$ cat config.mk
export PLATFORM = sky130hd
export DESIGN_NAME = sync_serial_port
export DESIGN_NICKNAME = d
export VERILOG_FILES = /design/src/rtl/ssp_pkg.sv /design/src/rtl/ssp_fifo.sv /design/src/rtl/ssp_tx.sv /design/src/rtl/ssp_rx.sv /design/src/rtl/sync_serial_port.sv
export SDC_FILE = /design/constraint.sdc
export NUM_CORES = 1
export LEC_CHECK = 0
export ABC_AREA = 1
export CAP_MARGIN = 20
export CORE_MARGIN = 4
export CORE_UTILIZATION = 35
export CTS_CLUSTER_SIZE = 16
export DETAILED_ROUTE_END_ITERATION = 8
export PLACE_DENSITY = 0.63
export RECOVER_POWER = 25
export SETUP_SLACK_MARGIN = 0.02
export SYNTH_ARGS = -nofsm -noshare
export SYNTH_HDL_FRONTEND = slang
export SYNTH_SLANG_ARGS = --single-unit
$ cat constraint.sdc
create_clock -name clk -period 3.1 [get_ports clk]
set_input_delay 0.775 -clock clk [delete_from_list [all_inputs] [get_ports clk]]
set_output_delay 0.775 -clock clk [all_outputs]
set_load 0.02 [all_outputs]
$ cat src/rtl/ssp_pkg.sv
package ssp_pkg;
  typedef enum logic {
    TX_IDLE  = 1'b0,
    TX_SHIFT = 1'b1
  } tx_state_e;
endpackage

$ cat src/rtl/ssp_fifo.sv
module ssp_fifo #(
  parameter int W     = 8,
  parameter int DEPTH = 4
) (
  input  logic         clk,
  input  logic         clr_n,
  input  logic         push,
  input  logic [W-1:0] push_data,
  input  logic         pop,
  output logic [W-1:0] head,
  output logic         empty,
  output logic         full
);
  localparam int PW = (DEPTH > 1) ? $clog2(DEPTH) : 1;
  localparam int CW = $clog2(DEPTH + 1);

  logic [W-1:0]  mem [DEPTH];
  logic [PW-1:0] rd_ptr, wr_ptr;
  logic [CW-1:0] count;
  logic          push_ok, pop_ok;

  assign empty   = (count == '0);
  assign full    = (count == CW'(DEPTH));
  assign push_ok = push && !full;
  assign pop_ok  = pop && !empty;
  assign head    = mem[rd_ptr];

  function automatic logic [PW-1:0] nxt(input logic [PW-1:0] p);
    return (p == PW'(DEPTH - 1)) ? '0 : p + 1'b1;
  endfunction

  always_ff @(posedge clk) begin
    if (push_ok) mem[wr_ptr] <= push_data;
  end

  always_ff @(posedge clk) begin
    if (!clr_n) begin
      rd_ptr <= '0;
      wr_ptr <= '0;
      count  <= '0;
    end else begin
      if (push_ok) wr_ptr <= nxt(wr_ptr);
      if (pop_ok)  rd_ptr <= nxt(rd_ptr);
      case ({push_ok, pop_ok})
        2'b10:   count <= count + 1'b1;
        2'b01:   count <= count - 1'b1;
        default: count <= count;
      endcase
    end
  end

  AST_NO_OVERFLOW: assert property (@(posedge clk) disable iff (!clr_n)
    (full && push && !pop) |=> (full && $stable(wr_ptr)));
  AST_EMPTY_POP: assert property (@(posedge clk) disable iff (!clr_n)
    (empty && pop && !push) |=> (empty && $stable(rd_ptr)));
endmodule

$ cat src/rtl/ssp_tx.sv
module ssp_tx
  import ssp_pkg::*;
#(
  parameter int W = 8
) (
  input  logic         clk,
  input  logic         clr_n,
  input  logic         fifo_empty,
  input  logic [W-1:0] fifo_head,
  output logic         fifo_pop,
  output logic         ser_clk,
  output logic         tx_bit,
  output logic         frame,
  output logic         oe_n
);
  localparam int BW = $clog2(W);

  tx_state_e     state;
  logic [BW-1:0] bit_idx;
  logic [W-1:0]  shreg;
  logic          tick, last;

  assign tick     = !ser_clk;
  assign last     = (state == TX_SHIFT) && (bit_idx == BW'(W - 1));
  assign fifo_pop = tick && ((state == TX_IDLE) || last) && !fifo_empty;

  always_ff @(posedge clk) begin
    if (!clr_n) begin
      ser_clk <= 1'b0;
      state   <= TX_IDLE;
      bit_idx <= '0;
      shreg   <= '0;
      tx_bit  <= 1'b0;
      frame   <= 1'b0;
      oe_n    <= 1'b1;
    end else begin
      ser_clk <= !ser_clk;
      if (tick) begin
        if ((state == TX_SHIFT) && !last) begin
          tx_bit  <= shreg[W-1];
          shreg   <= {shreg[W-2:0], 1'b0};
          bit_idx <= bit_idx + 1'b1;
          frame   <= 1'b0;
        end else if (!fifo_empty) begin
          tx_bit  <= fifo_head[W-1];
          shreg   <= {fifo_head[W-2:0], 1'b0};
          bit_idx <= '0;
          frame   <= 1'b1;
          oe_n    <= 1'b0;
          state   <= TX_SHIFT;
        end else begin
          state   <= TX_IDLE;
          tx_bit  <= 1'b0;
          frame   <= 1'b0;
          oe_n    <= 1'b1;
        end
      end
    end
  end

  AST_SCLK_TOGGLE: assert property (@(posedge clk) disable iff (!clr_n)
    1'b1 |=> (ser_clk != $past(ser_clk)));
  AST_FRAME_IN_OE: assert property (@(posedge clk) disable iff (!clr_n)
    frame |-> !oe_n);
  AST_FRAME_WIDTH: assert property (@(posedge clk) disable iff (!clr_n)
    (frame && $past(frame)) |=> !frame);
  AST_BACK_TO_BACK: assert property (@(posedge clk) disable iff (!clr_n)
    (tick && last && !fifo_empty) |=> (frame && !oe_n));
endmodule

$ cat src/rtl/ssp_rx.sv
module ssp_rx #(
  parameter int W = 8
) (
  input  logic         clk,
  input  logic         clr_n,
  input  logic         ser_clk_in,
  input  logic         frame_in,
  input  logic         rx_bit,
  output logic         push,
  output logic [W-1:0] word
);
  localparam int BW = $clog2(W);

  logic          clk_d, active, sample;
  logic [BW-1:0] cnt;
  logic [W-1:0]  sh;

  assign sample = ser_clk_in && !clk_d;
  assign push   = sample && !frame_in && active && (cnt == BW'(W - 1));
  assign word   = {sh[W-2:0], rx_bit};

  always_ff @(posedge clk) begin
    if (!clr_n) begin
      clk_d  <= 1'b0;
      active <= 1'b0;
      cnt    <= '0;
      sh     <= '0;
    end else begin
      clk_d <= ser_clk_in;
      if (sample) begin
        if (frame_in) begin
          sh     <= {sh[W-2:0], rx_bit};
          cnt    <= BW'(1);
          active <= 1'b1;
        end else if (active) begin
          sh <= {sh[W-2:0], rx_bit};
          if (cnt == BW'(W - 1)) active <= 1'b0;
          else                   cnt    <= cnt + 1'b1;
        end
      end
    end
  end

  AST_RX_PUSH_SPACING: assert property (@(posedge clk) disable iff (!clr_n)
    push |=> !push);
endmodule

$ cat src/rtl/sync_serial_port.sv
module sync_serial_port #(
  parameter int W     = 8,
  parameter int DEPTH = 4
) (
  input  logic         clk,
  input  logic         clr_n,
  input  logic         sel,
  input  logic         wr,
  input  logic [W-1:0] wdata,
  output logic [W-1:0] rdata,
  input  logic         ser_clk_in,
  input  logic         frame_in,
  input  logic         rx_data,
  output logic         oe_n,
  output logic         tx_data,
  output logic         ser_clk_out,
  output logic         frame_out,
  output logic         tx_full_irq,
  output logic         rx_full_irq
);
  logic         tx_pop, tx_empty;
  logic [W-1:0] tx_head;
  logic         rx_push, rx_empty, rd_req;
  logic [W-1:0] rx_word, rx_head;

  assign rd_req = sel && !wr;

  ssp_fifo #(.W(W), .DEPTH(DEPTH)) u_tx_fifo (
    .clk(clk), .clr_n(clr_n), .push(sel && wr), .push_data(wdata),
    .pop(tx_pop), .head(tx_head), .empty(tx_empty), .full(tx_full_irq)
  );

  ssp_tx #(.W(W)) u_tx (
    .clk(clk), .clr_n(clr_n), .fifo_empty(tx_empty), .fifo_head(tx_head),
    .fifo_pop(tx_pop), .ser_clk(ser_clk_out), .tx_bit(tx_data),
    .frame(frame_out), .oe_n(oe_n)
  );

  ssp_rx #(.W(W)) u_rx (
    .clk(clk), .clr_n(clr_n), .ser_clk_in(ser_clk_in), .frame_in(frame_in),
    .rx_bit(rx_data), .push(rx_push), .word(rx_word)
  );

  ssp_fifo #(.W(W), .DEPTH(DEPTH)) u_rx_fifo (
    .clk(clk), .clr_n(clr_n), .push(rx_push), .push_data(rx_word),
    .pop(rd_req), .head(rx_head), .empty(rx_empty), .full(rx_full_irq)
  );

  always_ff @(posedge clk) begin
    if (!clr_n)      rdata <= '0;
    else if (rd_req) rdata <= rx_empty ? '0 : rx_head;
  end

  AST_READ_EMPTY_ZERO: assert property (@(posedge clk) disable iff (!clr_n)
    (rd_req && rx_empty) |=> (rdata == '0));
  AST_RDATA_HOLD: assert property (@(posedge clk) disable iff (!clr_n)
    !rd_req |=> $stable(rdata));
endmodule

* Yosys cells after proc, flatten, opt, wreduce, memory -nomap -nowiden
Memory sizes are Yosys's and may differ from the RTL's. A register that Yosys moved wholly into a read port is not among the register bits.
Cells that the tools add are included.
W data, S select, Z words.
** Word-level totals
- Flip-flop bits (word level) :: 50
- Bits in writable memories :: 64
- Memories kept :: 2
** Memory list
- u_rx_fifo.mem :: depth 4, width 8, rd ports 1, clocked after Yosys merged registers in 1, write ports 1, line ssp_fifo.sv:17 : logic [W-1:0] mem [DEPTH];
- u_tx_fifo.mem :: depth 4, width 8, rd ports 1, clocked after Yosys merged registers in 1, write ports 1, line ssp_fifo.sv:17
** Operators by class
- Add/sub/neg operators :: 10
- Equality and inequality tests :: 14
- Muxes and demuxes :: 32
- Bitwise gates (word level) :: 3
- Reductions and logical operators :: 33
** Operators with widths (count)
- $mux W8 :: 3
- $mux W2 :: 8
- $mux W3 :: 5
- $logic_and A1 B1 Y1 :: 14
- $mux W7 :: 2
- $add A3 B1 Y3 const B :: 4
- $eq A2 B2 Y1 const B :: 6
- $eq A3 B3 Y1 const B :: 4
- $mux W1 :: 12
- $pmux W3 S2 :: 2
- $logic_not A1 Y1 :: 9
- $add A2 B1 Y2 const B :: 4
- $logic_not A3 Y1 :: 2
- $reduce_and A2 Y1 :: 3
- $reduce_bool A2 Y1 :: 3
- $sub A3 B1 Y3 const B :: 2
- $eq A2 B1 Y1 const B :: 2
- $ne A2 B2 Y1 const B :: 2
- $not A1 Y1 :: 3
- $reduce_and A3 Y1 :: 1
- $logic_or A1 B1 Y1 :: 1

* Depth between registers and ports, before layout
Gate-level depths: netlist of the first run.
- Depth after elaboration :: 8
- Depth in mapped cells :: 14

* Hierarchy
Synthesis of the first run repeated with hierarchy kept, for this count alone.
** Unflattened totals
- Cells, all modules :: 537
- Area, all modules :: 5059.9 um2
** By module, submodules not included
- ssp_fifo at u_tx_fifo :: times used 1, cells each 146, area an instance 1692.9 um2, seq. area each 1141.1 um2
- ssp_fifo at u_rx_fifo :: times used 1, cells each 147, area an instance 1691.6 um2, seq. area each 1141.1 um2
- ssp_tx :: times used 1, cells each 101, area an instance 715.7 um2, seq. area each 300.3 um2
- ssp_rx :: times used 1, cells each 71, area an instance 533.0 um2, seq. area each 240.2 um2
- sync_serial_port :: times used 1, cells each 72, area an instance 426.7 um2, seq. area each 160.2 um2

* Least setup slack after synthesis of the first run
OpenSTA, ideal clock, no wires.
- Kind :: input-to-reg
- Start point :: in sel
- End point :: reg u_rx_fifo.count[2]
- Library setup time :: 0.070 ns
- Data arrival time :: 2.331 ns
- Setup slack :: 0.699 ns
- Stages :: 12
- Buffers on the path :: 1
- Path through :: inv_1 nor2_1 nand2_1 inv_1 buf_4 ha_1 inv_1 fa_1 or2_2 nand2_1 o21ai_0 a21oi_1
** Between the ends
- Word-level cells in the longest chain between the ends :: 4
- Elaborated cells on any way between the ends :: 6
- Those cells by class :: eq/ne (2); mux (1); reduce/logical (3)
** Ends and longest elaborated chain
- start, declared :: line sync_serial_port.sv:7 : input logic sel,
- $logic_and A1 B1 Y1 * :: line sync_serial_port.sv:26 : assign rd_req = sel && !wr;
- $logic_and A1 B1 Y1 * :: line ssp_fifo.sv:25 : assign pop_ok = pop && !empty;
- named net u_rx_fifo.pop_ok :: line ssp_fifo.sv:20 : logic push_ok, pop_ok;
- $eq A2 B1 Y1 or $eq A2 B2 Y1 (tied branches) :: line ssp_fifo.sv:44 : case ({push_ok, pop_ok})
- $pmux W3 S2 or $reduce_bool A2 Y1 (tied branches)
- end signal, assigned :: line ssp_fifo.sv:45 : 2'b10: count <= count + 1'b1;
- end signal, assigned :: line ssp_fifo.sv:46 : 2'b01: count <= count - 1'b1;
- end signal, assigned :: line ssp_fifo.sv:47 : default: count <= count;
- end, declared :: line ssp_fifo.sv:19 : logic [CW-1:0] count;
Mark *: on every way through the listed nets, which the timed path passes. The rest lies on a longest branch.
A chain may end at the register's enable or synchronous reset.

* Worst setup path after layout of the first run
- Start point :: in sel
- End point :: reg u_rx_fifo.count[2]
** Between the ends
- Word-level cells in the longest chain between the ends :: 4
- Elaborated cells on any way between the ends :: 6
- Those cells by class :: eq/ne (2); mux (1); reduce/logical (3)
** Ends and longest elaborated chain (line)
- $logic_and A1 B1 Y1 * :: sync_serial_port.sv:26
- $logic_and A1 B1 Y1 * :: ssp_fifo.sv:25
- $eq A2 B1 Y1 or $eq A2 B2 Y1 (tied branches) :: ssp_fifo.sv:44
- $pmux W3 S2 or $reduce_bool A2 Y1 (tied branches)
Every way passes the cells marked *; elsewhere a longest branch is shown, timed or not.

==> reports/results.ini, run 1 <==
[routing]
drcViolationCount = 0
vias = 3340
post_drt_wl_per_cell_microns = 12.5
routed_wl_mm = 9.26
antenna_left = 0
first_pass_iters = 4
vias_per_cell = 4.51
drtIter0Drc = 186

[final_layout]
drive_gt1_share_pct = 10.1
register_area_sq_mm = 0.00298
final_cell_mix = nand2_1, nor2_1, edfxtp_1
num-fill-cells = 1296
multi_input_area_sq_mm = 0.00159
n_antenna_cell = 0
layout.nets = 584
layout_commonest_cell = nand2_1
area_delta_synth_final_pct = 22.2
utilization_pct = 44.3

[cts]
htree_levels = 4
clk_root_buffer_cell = clkbuf_16
cts_buffers = 17
cts_setup_buffers = 0
cts_resized = 0
clock_latency_ns = 0.41
cts_sinks = 117
hold_buffers = 0
clk_pin_slew_ns = 0.05
clock_path_buffers = 2
cts_tree = built

[worst_setup_path]
timing.critical_path.buf_inv = 4
path_delay_family = buffers and inverters
endpoint_kind = register
worst-path-max-fanout = 3
critPathMostFrequentCell = inv_1
slowest_stage = clkdlybuf4s50_1
path_cells = clkdlybuf4s50_1, inv_1, nor2_1, nand2_1, inv_1, ha_1, inv_1, fa_1, or2_2, nand2_1, o21ai_0, a21oi_1
r2r_slack_ns = 0.69
arrival_ns = 2.91
path_class = in -> reg
critPathMaxStageDelay_ns = 0.49
cp-start-kind = input port
cp.required_ns = 3.43

[grt]
grt_pass1_wl_mm = 15.9
grt_pass1_vias = 3276
grt_usage_pct = 12.6
grt_overflow = 0
antenna_found_initial = 0
grt_max_degree = 24

[synth]
ys_types = 26
syn-cell-area_sq_mm = 0.00487
syn_avg_cell_area_sq_um = 9.63
synth_ff_type = edfxtp_1
async_reset_ff_share_pct = 0
yosys_warnings = 0
synthesis.nets = 539
synth_cells = 506
ys_seq_elements = 117
ys_seq_area_share_pct = 61.2
synth_edf_count = 64

[floorplanning]
ios = 29
die_x_microns = 126
design.core.area_sq_mm = 0.0135
dieArea_sq_mm = 0.0159
start_util_pct = 36.2
core.rowCount = 42
die_h_microns = 126

[timing]
report.final.slew_viol_count = 0
max-slew-margin-rel_pct = 54.3
fin_crit_ns = 2.57
setup_viol = 0
holdWs_ns = 0.461
fin_skew_ns = 0.0117
rsz0062_at_grt = no
final.period_utilization_pct = 82.9
setup-tns-final_ns = 0
timing.fmax_mhz = 389
worst_slew_pin_slew_ns = 0.684
hold_viol = 0

[power_and_ir_drop]
swShare_pct = 28.4
comb_power_share_pct = 17.2
ir_worst_vdd_mv = 0.462
power_leakage_uw = 0.00235
power_uw = 4670
powerDensity_mw_per_mm2 = 784
p_int_uw = 3340
p_clk_share_pct = 41.9
switchingPower_uw = 1330
power_frac_seq_pct = 40.8

[hold_path]
hold_path.class = reg -> reg

[place]
dp_hpwl_mm = 6.15
gp_congestion = 0.746
io_buffers = 28

[flow_run]
drv_cap = 0

[status]
status = finished, final reports clean

==> Yosys cell counts, types with 4 or more instances <==
master / n / share of area, %
o21ai_0: 31 / 3.2
a21oi_1: 35 / 3.6
nor2_1: 73 / 5.6
buf_6: 5 / 1.2
ha_1: 16 / 4.1
clkbuf_1: 4 / 0.31
nand3_1: 21 / 2.2
buf_4: 4 / 0.62
dfxtp_1: 53 / 22
edfxtp_1: 64 / 39
nand2_1: 122 / 9.4
inv_1: 48 / 3.7
o21ai_1: 10 / 1.0
==> routing by layer <==
metal	up-vias	track usage, %	part of all wire (%)
met4	0	5.30	0.82
met1	1533	16.8	49
met2	60	19.3	46
li1	1743	-	-
met3	4	3.68	3.9
met5	-	0	0
==> state kept, by name, indices dropped and copies added, names as in the netlist, 2 cells and up, named ones only <==
signal            flops
u_tx_fifo.rd_ptr      2
u_tx_fifo.mem        32
u_rx.cnt              3
u_rx.sh               7
u_tx.shreg            7
u_tx_fifo.wr_ptr      2
u_rx_fifo.rd_ptr      2
u_rx_fifo.mem        32
u_rx_fifo.count       3
u_tx_fifo.count       3
u_tx.bit_idx          3
rdata                 8
u_rx_fifo.wr_ptr      2
==> power groups by stage <==
stage	Combinational [uW]	Clock [uW]	Sequential (uW)
after floorplan	651	0	1880
after global routing	926	2080	1930
after detailed placement	805	0	1940
after global placement	778	0	1930
final	805	1960	1910
after CTS	811	2000	1910
==> path summary, 6_finish.rpt <==
check                           from            endpoint  cells after the start
setup / recovery                 sel  u_rx_fifo.count[2]                     12
setup reg to reg     u_tx.bit_idx[0]  u_tx_fifo.count[2]                     14
hold reg to reg   u_tx_fifo.count[0]  u_tx_fifo.count[0]                      1
hold / removal    u_tx_fifo.count[0]  u_tx_fifo.count[0]                      1
==> cells by family (layout without fill, tap and decap cells) <==
kind of cell / after synthesis / count (layout) / share of synthesized area, %
compound gates: 78 / 78 / 8.32
fa+ha+maj: 18 / 18 / 4.93
buf+inv: 66 / 124 / 6.24
flops: 117 / 117 / 61.2
simple gates: 227 / 227 / 19.3
==> layout make-up <==
| cell class | instances | share of cell area (%) |
|---|---|---|
| multi-input cells | 323 | 26.6 |
| clock inverters | 13 | 2.63 |
| clock buffers | 19 | 7.44 |
| repair buffers | 40 | 6.22 |
| well taps | 176 | 3.70 |
| inverters | 52 | 3.32 |
| flip-flops and latches | 117 | 50.1 |
==> per-stage QoR <==
| step | cells | instance area [sq um] | setup slack (ns) |
|---|---|---|---|
| 2_1_floorplan | 506 | 4870 | 0.699 |
| 3_3_place_gp | 708 | 5360 | 0.188 |
| 3_5_place_dp | 708 | 5360 | 0.120 |
| 4_1_cts | 740 | 5960 | 0.535 |
| 5_1_grt | 740 | 5960 | 0.313 |
| 6_report | 740 | 5960 | 0.529 |
Note: power is estimated with default switching activity, not from simulation.
==> run 2, diff against run 1 <==
Settings changed: PLACE_DENSITY 0.63 to 0.64.
Clock period 3.1 ns to 2.21 ns, I/O delays scaled along.
==> run 2 against run 1 <==
  * Highest routed layer unchanged
  * Cell area up 2.5%
  * Count of clock-buffer cells in the layout increased by 1
  * Global-route usage shrank 0.42 points
==> reports/results.ini, run 2 (synthesis gave the netlist of run 1 again) <==
[place]
dp.cells = 726  ; +2.5%
dp_hpwl_mm = 6.42  ; +4.5%
placedInstanceArea_sq_mm = 0.00549  ; +2.5%
io_buffers = 28  ; unchanged
gp_congestion = 0.773  ; +3.6%

[floorplanning]
design.core.area_sq_mm = 0.0135  ; unchanged
ios = 29  ; unchanged
dieArea_sq_mm = 0.0159  ; unchanged
die_h_microns = 126  ; unchanged
start_util_pct = 36.2  ; unchanged
core.rowCount = 42  ; unchanged
die_x_microns = 126  ; unchanged

[final_layout]
num-fill-cells = 1288  ; -0.62%
n_antenna_cell = 0  ; unchanged
multi_input_area_sq_mm = 0.00162  ; +2.4%
drive_gt1_share_pct = 15.2  ; +5.1 points
layout.nets = 607  ; +3.9%
stdcell_count = 763  ; +3.1%
largestRegisters = u_rx_fifo.mem x32, u_tx_fifo.mem x32, rdata x8
final_cell_mix = nand2_1, nor2_1, edfxtp_1
area_delta_synth_final_pct = 25.3
register_area_sq_mm = 0.00299  ; about the same
final_cell_area_sq_mm = 0.00610  ; +2.5%
layout_commonest_cell = nand2_1

[routing]
antenna_left = 0  ; unchanged
drcViolationCount = 0  ; unchanged
vias_per_cell = 4.49  ; -0.49%
first_pass_iters = 5  ; +1
post_drt_wl_per_cell_microns = 12.1  ; -3.0%
vias = 3427  ; +2.6%
drtIter0Drc = 268  ; +44%
routed_wl_mm = 9.26  ; about the same

[cts]
cts_sinks = 117  ; unchanged
cts_buffers = 17  ; unchanged
clk_pin_slew_ns = 0.05  ; about the same
hold_buffers = 0  ; unchanged
clock_path_buffers = 2  ; unchanged
htree_levels = 4  ; unchanged
clk_root_buffer_cell = clkbuf_16
cts_tree = built
clock_latency_ns = 0.40  ; about the same

[grt]
grt_pass1_wl_mm = 15.5  ; -3.0%
grt_pass1_vias = 3295  ; +0.58%
antenna_found_initial = 0  ; unchanged
grt_overflow = 0  ; unchanged
grt_max_degree = 24  ; unchanged
grt_usage_pct = 12.2  ; -0.42 points

[worst_setup_path]
r2r_slack_ns = 0.06  ; -0.63 ns
r2r-end = u_tx_fifo.count[2]
cp.required_ns = 2.54  ; -0.89 ns
endpoint_kind = register
r2r_start = u_tx.bit_idx[0]
r2r_cells = 14  ; unchanged
arrival_ns = 2.48  ; -0.43 ns
slowest_stage = fa_1
path_cells = ha_1, ha_4, nor2_4, nor2_4, nand2_2, inv_1, ha_1, inv_1, fa_1, nor2_1, nor2_1, nand2_1, o21ai_0, a21oi_1
critPathMaxStageDelay_ns = 0.45  ; -0.04 ns
path_class = reg -> reg
worst-path-max-fanout = 3  ; unchanged
cp-start-kind = register

[timing]
fin_skew_ns = 0.0111  ; -0.000553 ns
setup_viol = 0  ; unchanged
fin_crit_ns = 2.15
max-slew-margin-rel_pct = 64.5  ; +10 points
final.period_utilization_pct = 97.2
timing.fmax_mhz = 466
rsz0062_at_grt = yes
worst_slew_pin_slew_ns = 0.532  ; -0.152 ns
hold_viol = 0  ; unchanged
holdWs_ns = 0.463  ; +0.00174 ns
report.final.slew_viol_count = 0  ; unchanged

[power_and_ir_drop]
powerDensity_mw_per_mm2 = 1030  ; +32%
power_leakage_uw = 0.00244  ; +3.5%
ir_worst_vdd_mv = 0.758  ; +64%
power_uw = 6310  ; +35%

[flow_run]
drv_cap = 0  ; unchanged

[hold_path]
hold_path_depth = 2  ; +1
min_to = u_tx.shreg[3]
hold_path.class = reg -> reg
min_from = u_tx.shreg[3]

[status]
status = finished, final reports clean

[run 2: worst max path at each step]
stage               startpoint  cells past startpoint                  to
2_1_floorplan      u_rx.cnt[0]                     12  u_rx_fifo.count[2]
3_3_place_gp               sel                     12  u_rx_fifo.count[2]
3_5_place_dp               sel                     12  u_rx_fifo.count[2]
4_1_cts        u_tx.bit_idx[0]                     14  u_tx_fifo.count[2]
5_1_grt        u_tx.bit_idx[1]                     14  u_tx_fifo.count[2]
6_report       u_tx.bit_idx[0]                     14  u_tx_fifo.count[2]
[run 2: where the power goes]
part | switching, uW | internal [uW]
Clock | 896 | 1520
Combinational | 780 | 465
Sequential | 151 | 2500
[run 2: final cells by class]
class	count	area share, %
Clock buffer	20	7.15
Timing Repair Buffer	63	9.04
Tap cell	176	3.61
Inverter	52	3.24
Clock inverter	12	1.46
Sequential cell	117	48.9
Multi-Input combinational cell	323	26.6
[run 2: critical path, delay by kind of cell (launching register included)]
| kind | cells | cell delay [ns] |
|---|---|---|
| flip-flops | 1 | 0.33 |
| AND/OR/NAND/NOR | 6 | 0.46 |
| AO/OA/AOI/OAI | 2 | 0.18 |
| buffers and inverters | 2 | 0.17 |
| adder cells (fa/ha/maj) | 4 | 0.94 |
[run 2: metrics by stage]
step	setup TNS, ns	setup slack (ns)	util, %
floorplan	0	0.0255	-
global placement	-0.618	-0.394	40.8
detailed placement	-0.872	-0.493	40.8
CTS	0	0.0234	45.1
global route	-0.0380	-0.0380	45.4
finish	0	0.0629	45.4
[run 2: what timing repair did]
action                     4_1_cts  5_1_grt
setup endpoints to repair        4        3
pin swaps                        3        5
gates cloned                     0        0
setup buffers                    4        1
gates resized for setup         11        9
[run 2: routing by layer]
layer	GRT usage, %	wire length, microns	vias up
met2	19.1	4400	55
met1	16.2	4400	1576
met5	0	0	-
li1	-	-	1792
met3	3.30	358	4
met4	4.73	98	0
==> run 3, diff against run 2 <==
Settings changed: ABC_CLOCK_PERIOD_IN_PS set to 2210, SYNTH_HIERARCHICAL set to 1.
==> run 3 against run 2 <==
  * Worst hold slack worse by 0.0016 ns
  * Sequential share of layout area down 2.3 points
  * Flip-flop and latch count unchanged
  * Clock power up 23%
  * Sequential power down 5%
  * Core utilization up 0.20 points
  * Non-clock buffer count down 10
  * Area after synthesis up 3.9%
  * Combinational power down 31%
  * Critical path depth up 3
  * Via count up 6.1%
  * Critical path type unchanged
==> reports/results.ini, run 3 <==
[cts]
clk_root_buffer_cell = clkbuf_16
hold_buffers = 0  ; unchanged
clock_path_buffers = 2  ; unchanged
cts_buffers = 17  ; unchanged
clock_latency_ns = 0.41  ; about the same
htree_levels = 4  ; unchanged
clk_pin_slew_ns = 0.05  ; about the same
cts_tree = built
cts_sinks = 117  ; unchanged

[power_and_ir_drop]
switchingPower_uw = 1540  ; -16%
p_clk_share_pct = 46.9  ; +8.6 points
comb_power_share_pct = 13.4  ; -6.3 points
power_uw = 6340  ; +0.45%
p_int_uw = 4800  ; +7.1%
powerDensity_mw_per_mm2 = 990  ; -4.2%
swShare_pct = 24.3  ; -4.7 points
ir_worst_vdd_mv = 0.510  ; -33%
power_leakage_uw = 0.00267  ; +9.8%
power_frac_seq_pct = 39.7  ; -2.3 points

[timing]
worst_slew_pin_slew_ns = 0.329  ; -0.203 ns
fin_skew_ns = 0.00412  ; -0.00700 ns
max-slew-margin-rel_pct = 78.0  ; +14 points
rsz0062_at_grt = yes
timing.fmax_mhz = 478  ; +2.5%
report.final.slew_viol_count = 0  ; unchanged
setup_viol = 0  ; unchanged
setup-tns-final_ns = 0  ; unchanged
holdWs_ns = 0.461  ; -0.00163 ns
hold_viol = 0  ; unchanged
finalWorstSetupSlack_ns = 0.116  ; +0.0529 ns
fin_crit_ns = 2.09  ; -0.0529 ns
final.period_utilization_pct = 94.8  ; -2.4 points

[synth]
synth_edf_count = 64  ; unchanged
ys_seq_area_share_pct = 59.0  ; -2.3 points
syn-cell-area_sq_mm = 0.00506  ; +3.9%
synth.most_common_cell = nor2_1
synthTopCellsByCount = nor2_1, nand2_1, inv_1
yosys_warnings = 6  ; +6
synth_cells = 537  ; +6.1%
synthesis.nets = 570  ; +5.8%
synth_ff_type = edfxtp_1
synthTopCellsByArea = edfxtp_1, dfxtp_1, nor2_1
yosysTopAreaCellShare_pct = 38.0  ; -1.5 points
ys_seq_elements = 117  ; unchanged
synth_top_area_cell = edfxtp_1
async_reset_ff_share_pct = 0  ; unchanged
syn_avg_cell_area_sq_um = 9.42  ; -2.1%
ys_types = 32  ; +23%

[final_layout]
n_antenna_cell = 0  ; unchanged
largestRegisters = u_rx_fifo/mem x32, u_tx_fifo/mem x32, rdata x8
drive_gt1_share_pct = 17.3  ; +2.2 points
layout.nets = 632  ; +4.1%
stdcell_count = 792  ; +3.8%
final_cell_mix = nor2_1, nand2_1, edfxtp_1
area_delta_synth_final_pct = 26.5
layout_commonest_cell = nor2_1

[routing]
drcViolationCount = 0  ; unchanged
antenna_left = 0  ; unchanged
vias_per_cell = 4.59  ; +2.2%
drtIter0Drc = 241  ; -10%
first_pass_iters = 5  ; unchanged
vias = 3637  ; +6.1%
routed_wl_mm = 9.75  ; +5.2%
post_drt_wl_per_cell_microns = 12.3  ; +1.4%

[place]
dp.cells = 757  ; +4.3%
io_buffers = 28  ; unchanged
gp_congestion = 0.719  ; -6.9%
pre_cts_ws_ns = -0.320  ; +0.173 ns
dp_hpwl_mm = 6.50  ; +1.3%

[grt]
grt_overflow = 0  ; unchanged
grt_pass1_vias = 3612  ; +9.6%
grt_max_degree = 37  ; +54%
grt_usage_pct = 12.6  ; +0.35 points
grt_pass1_wl_mm = 16.4  ; +5.9%
antenna_found_initial = 0  ; unchanged

[floorplanning]
ios = 29  ; unchanged
dieArea_sq_mm = 0.0164  ; +3.6%
core.rowCount = 43  ; +2.4%
die_x_microns = 128  ; +1.8%
design.core.area_sq_mm = 0.0140  ; +4.4%
start_util_pct = 36.0  ; -0.18 points
die_h_microns = 128  ; +1.8%

[hold_path]
hold_path.class = reg -> reg
min_from = u_tx/frame

[worst_setup_path]
cp-start-kind = register
cp.required_ns = 2.52  ; -0.02 ns
r2r_cells = 17  ; +3
arrival_ns = 2.40  ; -0.08 ns
endpoint_kind = register
r2r_start = u_tx/bit_idx[1]
r2r-end = u_tx_fifo/count[2]
crit_start = u_tx/bit_idx[1]
crit_end = u_tx_fifo/count[2]
path_class = reg -> reg
r2r_slack_ns = 0.12  ; +0.05 ns
worst-path-max-fanout = 2  ; -1

[flow_run]
drv_cap = 0  ; unchanged

[status]
status = finished, final reports clean

[run 3: how the worst min path moves through the flow]
stage	to	slack [ns]	cells past startpoint
6_report	u_tx/frame	0.46	2
5_1_grt	u_tx/frame	0.49	2
4_1_cts	u_tx/frame	0.46	2
3_5_place_dp	u_tx/frame	0.45	2
3_3_place_gp	u_tx/frame	0.45	2
2_1_floorplan	u_tx/bit_idx[1]	0.45	2
[run 3: cell type report]
class / count / area (sq um)
Fill cell: 1290 / 7640
Sequential cell: 117 / 2990
Multi-Input combinational cell: 338 / 1790
Timing Repair Buffer: 53 / 480
Clock buffer: 19 / 443
Inverter: 72 / 275
Tap cell: 180 / 225
Clock inverter: 13 / 205
[run 3: per-layer routing]
| metal | up-vias | GRT usage, % | part of all wire, % |
|---|---|---|---|
| li1 | 1876 | - | - |
| met1 | 1678 | 15.6 | 47 |
| met2 | 68 | 20.0 | 47 |
| met3 | 15 | 3.58 | 4.2 |
| met4 | 0 | 6.43 | 2.0 |
| met5 | - | 0 | 0 |
[run 3: cell families after synthesis]
kind of cell	synth area share (%)
adder cells (fa/ha/maj)	4.75
AND/OR/NAND/NOR	20.9
AO/OA/AOI/OAI	8.31
flip-flops	59.0
buffers and inverters	7.10
[run 3: what timing repair did]
action | CTS | global route
buffers inserted | 0 | 3
setup endpoints to repair | 3 | 4
pin swaps | 0 | 10
gates resized for setup | 4 | 22
[run 3: power groups by stage]
stage          registers, uW  clock network (uW)  logic (uW)
5_1_grt                 2530                3140         976
4_1_cts                 2510                3020         818
3_3_place_gp            2550                   0         784
2_1_floorplan           2560                   0         534
3_5_place_dp            2550                   0         811
6_report                2510                2970         850
[run 3: critical path, stage by stage (launching register included)]
cell and delay (ns):
dfxtp_2 0.35, ha_4 0.14, ha_4 0.14, nor2_4 0.04, nor2_2 0.11, nand2_1 0.09
inv_2 0.07, inv_2 0.03, nor2_2 0.07, ha_2 0.20, inv_2 0.05, fa_2 0.38
inv_2 0.06, nand2_2 0.05, nand3_2 0.08, nand2_2 0.06, inv_2 0.04, nor2_1 0.03
[run 3: stage by stage]
step / utilization, % / cell area (sq um)
6_report: 45.6 / 6400
5_1_grt: 45.6 / 6400
4_1_cts: 44.9 / 6310
3_5_place_dp: 40.3 / 5660
3_3_place_gp: 40.3 / 5660
2_1_floorplan: - / 5060
